$ cat config.mk
export PLATFORM = sky130hd
export DESIGN_NAME = rxdma_chan
export DESIGN_NICKNAME = d
export VERILOG_FILES = /design/src/rtl/rxdma_pkg.sv /design/src/rtl/rxdma_irq_acc.sv /design/src/rtl/rxdma_ctl.sv /design/src/rtl/rxdma_chan.sv
export SDC_FILE = /design/constraint.sdc
export NUM_CORES = 1
export LEC_CHECK = 0
export ABC_CLOCK_PERIOD_IN_PS = 3200
export BUFFER_PORTS_ARGS = -buffer_cell sky130_fd_sc_hd__buf_2
export CORE_MARGIN = 1
export CORE_UTILIZATION = 50
export DETAILED_ROUTE_END_ITERATION = 8
export GPL_TIMING_DRIVEN = 0
export PLACE_DENSITY = 0.76
export SLEW_MARGIN = 5
export SYNTH_ARGS = -nofsm -noshare
export SYNTH_HDL_FRONTEND = slang
export SYNTH_SLANG_ARGS = --single-unit
$ cat constraint.sdc
create_clock -name clk -period 3.2 [get_ports clk]
set_input_delay 0.32 -clock clk [delete_from_list [all_inputs] [get_ports clk]]
set_output_delay 0.32 -clock clk [all_outputs]
set_load 0.02 [all_outputs]
$ cat src/rtl/rxdma_pkg.sv
package rxdma_pkg;
    typedef enum logic [3:0] {
        S_IDLE, S_RD_PTR, S_RD_END, S_EVAL, S_ARMED,
        S_STORE, S_UPD_PTR, S_POST_WR, S_POST_RD, S_POST_OR
    } rx_state_t;

    localparam int OFS_PTR  = 2;
    localparam int OFS_END  = 3;
    localparam int OFS_STAT = 8;
    localparam int OFS_IRQ  = 9;

    localparam logic [15:0] CODE_DONE = 16'o777;
    localparam logic [15:0] CODE_OVF  = 16'o1377;
    localparam logic [15:0] CODE_ZERO = 16'o1777;
endpackage

$ cat src/rtl/rxdma_irq_acc.sv
module rxdma_irq_acc #(
    parameter int DW = 16
) (
    input  logic          clk,
    input  logic          rst_n,
    input  logic          load_i,
    input  logic [DW-1:0] word_i,
    output logic [DW-1:0] irq_o
);
    logic [DW-1:0] irq_q;

    always_ff @(posedge clk or negedge rst_n) begin
        if (!rst_n)      irq_q <= '0;
        else if (load_i) irq_q <= irq_q | word_i;
    end

    assign irq_o = irq_q;

    // pending bits never drop
    p_irq_sticky_r9: assert property (@(posedge clk) disable iff (!rst_n)
        1'b1 |=> (($past(irq_q) & ~irq_q) == '0));
endmodule

$ cat src/rtl/rxdma_ctl.sv
module rxdma_ctl
    import rxdma_pkg::*;
#(
    parameter int AW = 16,
    parameter int DW = 16
) (
    input  logic          clk,
    input  logic          rst_n,
    input  logic          start_i,
    input  logic [AW-1:0] cb_base_i,
    input  logic          setctl_i,
    input  logic          setctl_discard_i,
    input  logic          rx_valid_i,
    input  logic          rx_last_i,
    input  logic [DW-1:0] rx_data_i,
    input  logic [DW-1:0] hw_status_i,
    input  logic [DW-1:0] mem_rdata_i,
    output logic [AW-1:0] mem_addr_o,
    output logic [DW-1:0] mem_wdata_o,
    output logic          mem_rd_o,
    output logic          mem_wr_o,
    output logic          rx_arm_o,
    output logic          irq_load_o,
    output logic [DW-1:0] irq_word_o
);
    localparam logic [AW-1:0] A_PTR  = AW'(OFS_PTR);
    localparam logic [AW-1:0] A_END  = AW'(OFS_END);
    localparam logic [AW-1:0] A_STAT = AW'(OFS_STAT);
    localparam logic [AW-1:0] A_IRQ  = AW'(OFS_IRQ);

    rx_state_t     state_q, state_d;
    logic [AW-1:0] cb_q, ptr_q;
    logic [DW-1:0] word_q, code_q, code_d;
    logic          last_q, is_rx_q, discard_q;
    logic          take_word;

    assign take_word = (state_q == S_ARMED) && rx_valid_i;

    // next state
    always_comb begin
        state_d = state_q;
        code_d  = code_q;
        unique case (state_q)
            S_IDLE:    if (start_i) state_d = S_RD_PTR;
            S_RD_PTR:  state_d = S_RD_END;
            S_RD_END:  state_d = S_EVAL;
            S_EVAL: begin
                if (ptr_q == AW'(mem_rdata_i)) begin
                    state_d = S_POST_WR;
                    code_d  = is_rx_q ? DW'(CODE_OVF) : DW'(CODE_ZERO);
                end else begin
                    state_d = is_rx_q ? S_STORE : S_ARMED;
                end
            end
            S_ARMED: begin
                if (rx_valid_i) begin
                    if (!discard_q) begin
                        state_d = S_RD_PTR;
                    end else if (rx_last_i) begin
                        state_d = S_POST_WR;
                        code_d  = DW'(CODE_DONE);
                    end
                end
            end
            S_STORE:   state_d = S_UPD_PTR;
            S_UPD_PTR: begin
                if (last_q) begin
                    state_d = S_POST_WR;
                    code_d  = DW'(CODE_DONE);
                end else begin
                    state_d = S_ARMED;
                end
            end
            S_POST_WR: state_d = S_POST_RD;
            S_POST_RD: state_d = S_POST_OR;
            S_POST_OR: state_d = S_IDLE;
            default:   state_d = S_IDLE;
        endcase
    end

    // state register and datapath registers
    always_ff @(posedge clk or negedge rst_n) begin
        if (!rst_n) begin
            state_q   <= S_IDLE;
            cb_q      <= '0;
            ptr_q     <= '0;
            word_q    <= '0;
            code_q    <= '0;
            last_q    <= 1'b0;
            is_rx_q   <= 1'b0;
            discard_q <= 1'b0;
        end else begin
            state_q <= state_d;
            code_q  <= code_d;
            if (setctl_i) discard_q <= setctl_discard_i;
            if (state_q == S_IDLE && start_i) begin
                cb_q    <= cb_base_i;
                is_rx_q <= 1'b0;
                last_q  <= 1'b0;
            end
            if (take_word) begin
                word_q  <= rx_data_i;
                last_q  <= rx_last_i;
                is_rx_q <= 1'b1;
            end
            if (state_q == S_RD_END) ptr_q <= AW'(mem_rdata_i);
        end
    end

    // outputs
    always_comb begin
        mem_addr_o  = '0;
        mem_wdata_o = '0;
        mem_rd_o    = 1'b0;
        mem_wr_o    = 1'b0;
        irq_load_o  = 1'b0;
        irq_word_o  = mem_rdata_i;
        rx_arm_o    = (state_q == S_ARMED);
        unique case (state_q)
            S_RD_PTR: begin mem_rd_o = 1'b1; mem_addr_o = cb_q + A_PTR; end
            S_RD_END: begin mem_rd_o = 1'b1; mem_addr_o = cb_q + A_END; end
            S_STORE: begin
                mem_wr_o    = 1'b1;
                mem_addr_o  = ptr_q;
                mem_wdata_o = word_q;
            end
            S_UPD_PTR: begin
                mem_wr_o    = 1'b1;
                mem_addr_o  = cb_q + A_PTR;
                mem_wdata_o = DW'(ptr_q + 1'b1);
            end
            S_POST_WR: begin
                mem_wr_o    = 1'b1;
                mem_addr_o  = cb_q + A_STAT;
                mem_wdata_o = code_q & hw_status_i;
            end
            S_POST_RD: begin mem_rd_o = 1'b1; mem_addr_o = cb_q + A_IRQ; end
            S_POST_OR: irq_load_o = 1'b1;
            default: ;
        endcase
    end

    // one strobe at a time
    p_one_strobe_r11: assert property (@(posedge clk) disable iff (!rst_n)
        !(mem_rd_o && mem_wr_o));
    // armed channel is silent on the memory port
    p_armed_quiet_r10: assert property (@(posedge clk) disable iff (!rst_n)
        rx_arm_o |-> (!mem_rd_o && !mem_wr_o));
    // data write is followed by write-back of address+1 to the pointer slot
    p_ptr_update_r4: assert property (@(posedge clk) disable iff (!rst_n)
        (state_q == S_STORE) |=> (mem_wr_o && mem_addr_o == cb_q + A_PTR
                                  && mem_wdata_o == DW'($past(mem_addr_o) + 1'b1)));
    // status write is followed by a read of the next word
    p_post_read_r9: assert property (@(posedge clk) disable iff (!rst_n)
        (state_q == S_POST_WR) |=> (mem_rd_o && mem_addr_o == $past(mem_addr_o) + 1'b1));
    // discard mode never stores data
    p_discard_nostore_r7: assert property (@(posedge clk) disable iff (!rst_n)
        (take_word && discard_q) |=> !mem_wr_o || state_q == S_POST_WR);
endmodule

$ cat src/rtl/rxdma_chan.sv
module rxdma_chan #(
    parameter int AW = 16,
    parameter int DW = 16
) (
    input  logic          clk,
    input  logic          rst_n,
    input  logic          start_i,
    input  logic [AW-1:0] cb_base_i,
    input  logic          setctl_i,
    input  logic          setctl_discard_i,
    input  logic          rx_valid_i,
    input  logic          rx_last_i,
    input  logic [DW-1:0] rx_data_i,
    input  logic [DW-1:0] hw_status_i,
    output logic          rx_arm_o,
    output logic [AW-1:0] mem_addr_o,
    output logic [DW-1:0] mem_wdata_o,
    output logic          mem_rd_o,
    output logic          mem_wr_o,
    input  logic [DW-1:0] mem_rdata_i,
    output logic [DW-1:0] irq_bits_o
);
    logic          irq_load;
    logic [DW-1:0] irq_word;

    rxdma_ctl #(.AW(AW), .DW(DW)) u_ctl (
        .clk              (clk),
        .rst_n            (rst_n),
        .start_i          (start_i),
        .cb_base_i        (cb_base_i),
        .setctl_i         (setctl_i),
        .setctl_discard_i (setctl_discard_i),
        .rx_valid_i       (rx_valid_i),
        .rx_last_i        (rx_last_i),
        .rx_data_i        (rx_data_i),
        .hw_status_i      (hw_status_i),
        .mem_rdata_i      (mem_rdata_i),
        .mem_addr_o       (mem_addr_o),
        .mem_wdata_o      (mem_wdata_o),
        .mem_rd_o         (mem_rd_o),
        .mem_wr_o         (mem_wr_o),
        .rx_arm_o         (rx_arm_o),
        .irq_load_o       (irq_load),
        .irq_word_o       (irq_word)
    );

    rxdma_irq_acc #(.DW(DW)) u_irq (
        .clk    (clk),
        .rst_n  (rst_n),
        .load_i (irq_load),
        .word_i (irq_word),
        .irq_o  (irq_bits_o)
    );
endmodule

==> metrics.txt <==
Cell Rows 34; worst-path maximum fanout 5; full die area 9780 um2; Post-synth ARST share 1.00; Antenna diodes 0; Nets approximately 700; synthesized cell area 4690 um2; # setup viols final 3; share of layout cells above drive strength 1 0.388; via count ~4.4k; first-pass GRT wire length 22.1 mm; chip width 98.9 um; H-tree Lvls 3; period utilization 1.01; largest net degree at the start of global routing 42; count leader, synth dfrtp_1; initial antenna violation count 0; initial core utilization 0.528; Synth Flop Type dfrtp_1; worst-margin pin slew approximately 970 ps; CP Data Required Time around 2900 ps; final RePlAce weighted congestion approximately 0.96; Seq cells post-synth 74; non-filler instance count after layout between 700 and 800; Synthesized Nets 558; DRC errors left 0; synth warn 0; Synth area leaders dfrtp_1 (39%), mux2_2 (12%), xnor2_1 (5.0%); vias in the first global route 4308; Synth Area per Inst around 10 um2; Max-Cap Viols 0; Seq/Total Area, Yosys 0.395; Starting DRT DRC Count 343; Pwr Density between 1000 and 1500 nW/um2; CP Data Arrival Time 2920 ps; Detail Route Antenna Nets 0; area leader, netlist dfrtp_1; Pleak roughly 2.7 nW; min Tclk post-route between 3000 and 4000 ps; grt total ovfl 0; wire per inst 19.0 um; Die Ht 98.9 um; via-per-instance ratio 6.10; TritonCTS Buffers 9; aggregate global-route resource usage 0.291; top-area cell type share of the netlist area 0.395; WS Path Type flip-flop to output port; Worst setup EP type output port; num ports 122; Slew Viols, Final 0; synth cell count leaders dfrtp_1 (74), mux2_2 (49), nand2_1 (43), o21ai_0 (40), xnor2_1 (27); clk_skew 10.1 ps; Cells after DPL 705; Skew-Pair Late Insertion Delay 360 ps; clock root buffer clkbuf_8; Hold Path Class primary input to flip-flop; Clock Pin Slew Worst Setup and Hold Paths 90 ps; Worst setup SP type flip-flop; outcome finished with violations; unique cell type count in the Yosys netlist 69; Final Hold Violating Endpoints 0; Final Worst Setup Slack -35.5 ps; Routed Wire Length ~14 mm; failing checks negative setup slack; CTS tree done; Max Buffers Root-to-Sink 2; Port Buffer Count roughly 120; drt first pass iters 5; dpl ws -139 ps; Max IR drop VDD 669 uV; area delta synth->final 25.2%; Num Clock Sinks 74; synthesized instance count about 480; fmax slightly above 300 MHz; Post-synth EDFFs 0; Worst slew margin 0.346; RSZ-0062 raised after global routing true; Final HPWL DP 10.3 mm; core area roughly 8900 um2
[final cells by class]
cell class | instances | area (um2)
sequential | 74 | 1850
clock buffer | 9 | 124
multi-input combinational | 366 | 2800
fill | 724 | 3020
clock inverter | 7 | 62.6
timing repair buffer | 125 | 714
inverter | 8 | 30.0
buffer | 32 | 159
tap | 108 | 135
[layer usage]
layer,GRT usage,wire length (um)
met1,0.395,5870
met2,0.460,6570
met3,0.0518,1030
met4,0.121,378
met5,0,0
[what timing repair did]
action | 4_1_cts | 5_1_grt
pin swaps | 14 | 10
gates resized for setup | 31 | 16
endpoints found under the setup margin | 12 | 12
hold endpoints to repair | 33 | 0
hold buffers | 1 | 0
buffers inserted | 4 | 4
[worst max-delay path, cell delays in order (launching register included)]
cell	delay [ps]
dfrtp_1	400
or2_4	250
or3_4	390
ha_4	250
a21o_1	180
a31oi_4	330
buf_12	160
nor2_4	30
a221oi_2	230
o32ai_2	130
buf_4	190
[power breakdown]
part	internal, mW	switching [mW]
combinational	1.75	2.26
clock	0.296	0.416
sequential	1.38	0.480
total	3.43	3.16
[sequential cells by signal, summed over array words and instances, names as in the netlist]
name	cells
u_ctl.word_q	16
u_ctl.code_q	3
u_ctl.state_q	4
u_ctl.is_rx_q	1
u_irq.irq_o	16
u_ctl.discard_q	1
u_ctl.ptr_q	16
u_ctl.cb_q	16
u_ctl.last_q	1
[worst paths after layout]
kind | endpoint | start | cells past startpoint | slack [ps]
max | mem_addr_o[11] | u_ctl.state_q[1] | 10 | -40
min | u_ctl.word_q[7] | rx_data_i[7] | 2 | 180
max reg2reg | u_irq.irq_o[10] | u_ctl.state_q[1] | 7 | 850
min reg2reg | u_irq.irq_o[0] | u_irq.irq_o[0] | 1 | 460
max in group asynchronous | u_ctl.ptr_q[14] | rst_n | 3 | 2180
min in group asynchronous | u_ctl.cb_q[1] | rst_n | 2 | 440
[placed cells by master (no fill, tap or decap), types with 4 or more instances in the layout]
master,n
a211o_1,4
a21o_1,20
a21oi_1,13
a22oi_1,10
a32oi_1,5
and2_1,5
and3_1,9
and4_1,4
buf_2,115
buf_4,17
buf_6,5
clkbuf_1,17
clkbuf_8,9
dfrtp_1,73
inv_1,8
mux2_2,49
nand2_1,42
nand2b_1,4
nand3_1,15
nand4_1,9
nor2_1,18
nor2b_1,4
nor3_1,5
o21ai_0,36
o21ai_1,4
xnor2_1,27
xor2_1,10
[through the flow]
stage | hold WS [ps] | utilization | setup TNS (ps) | area [um2] | power, mW
global placement | 435 | 0.608 | -290 | 5400 | 5.36
global route | 188 | 0.661 | -271 | 5870 | 6.97
finish | 182 | 0.661 | -58.2 | 5870 | 6.59
floorplan | 24.4 | - | 0 | 4690 | 4.35
CTS | 186 | 0.651 | -716 | 5790 | 6.42
detailed placement | 292 | 0.610 | -511 | 5430 | 5.46
[logic make-up (layout without fill, tap and decap cells)]
kind of cell / Yosys count / in the layout / share of synthesized area
AND/OR/NAND/NOR: 138 / 138 / 0.155
AO/OA/AOI/OAI: 134 / 134 / 0.200
flip-flops: 74 / 74 / 0.395
multiplexers: 51 / 51 / 0.123
buffers and inverters: 41 / 181 / 0.0408
XOR/XNOR: 37 / 37 / 0.0691
adder cells (fa/ha/maj): 6 / 6 / 0.0176
Power figures use the tool's default switching activity.
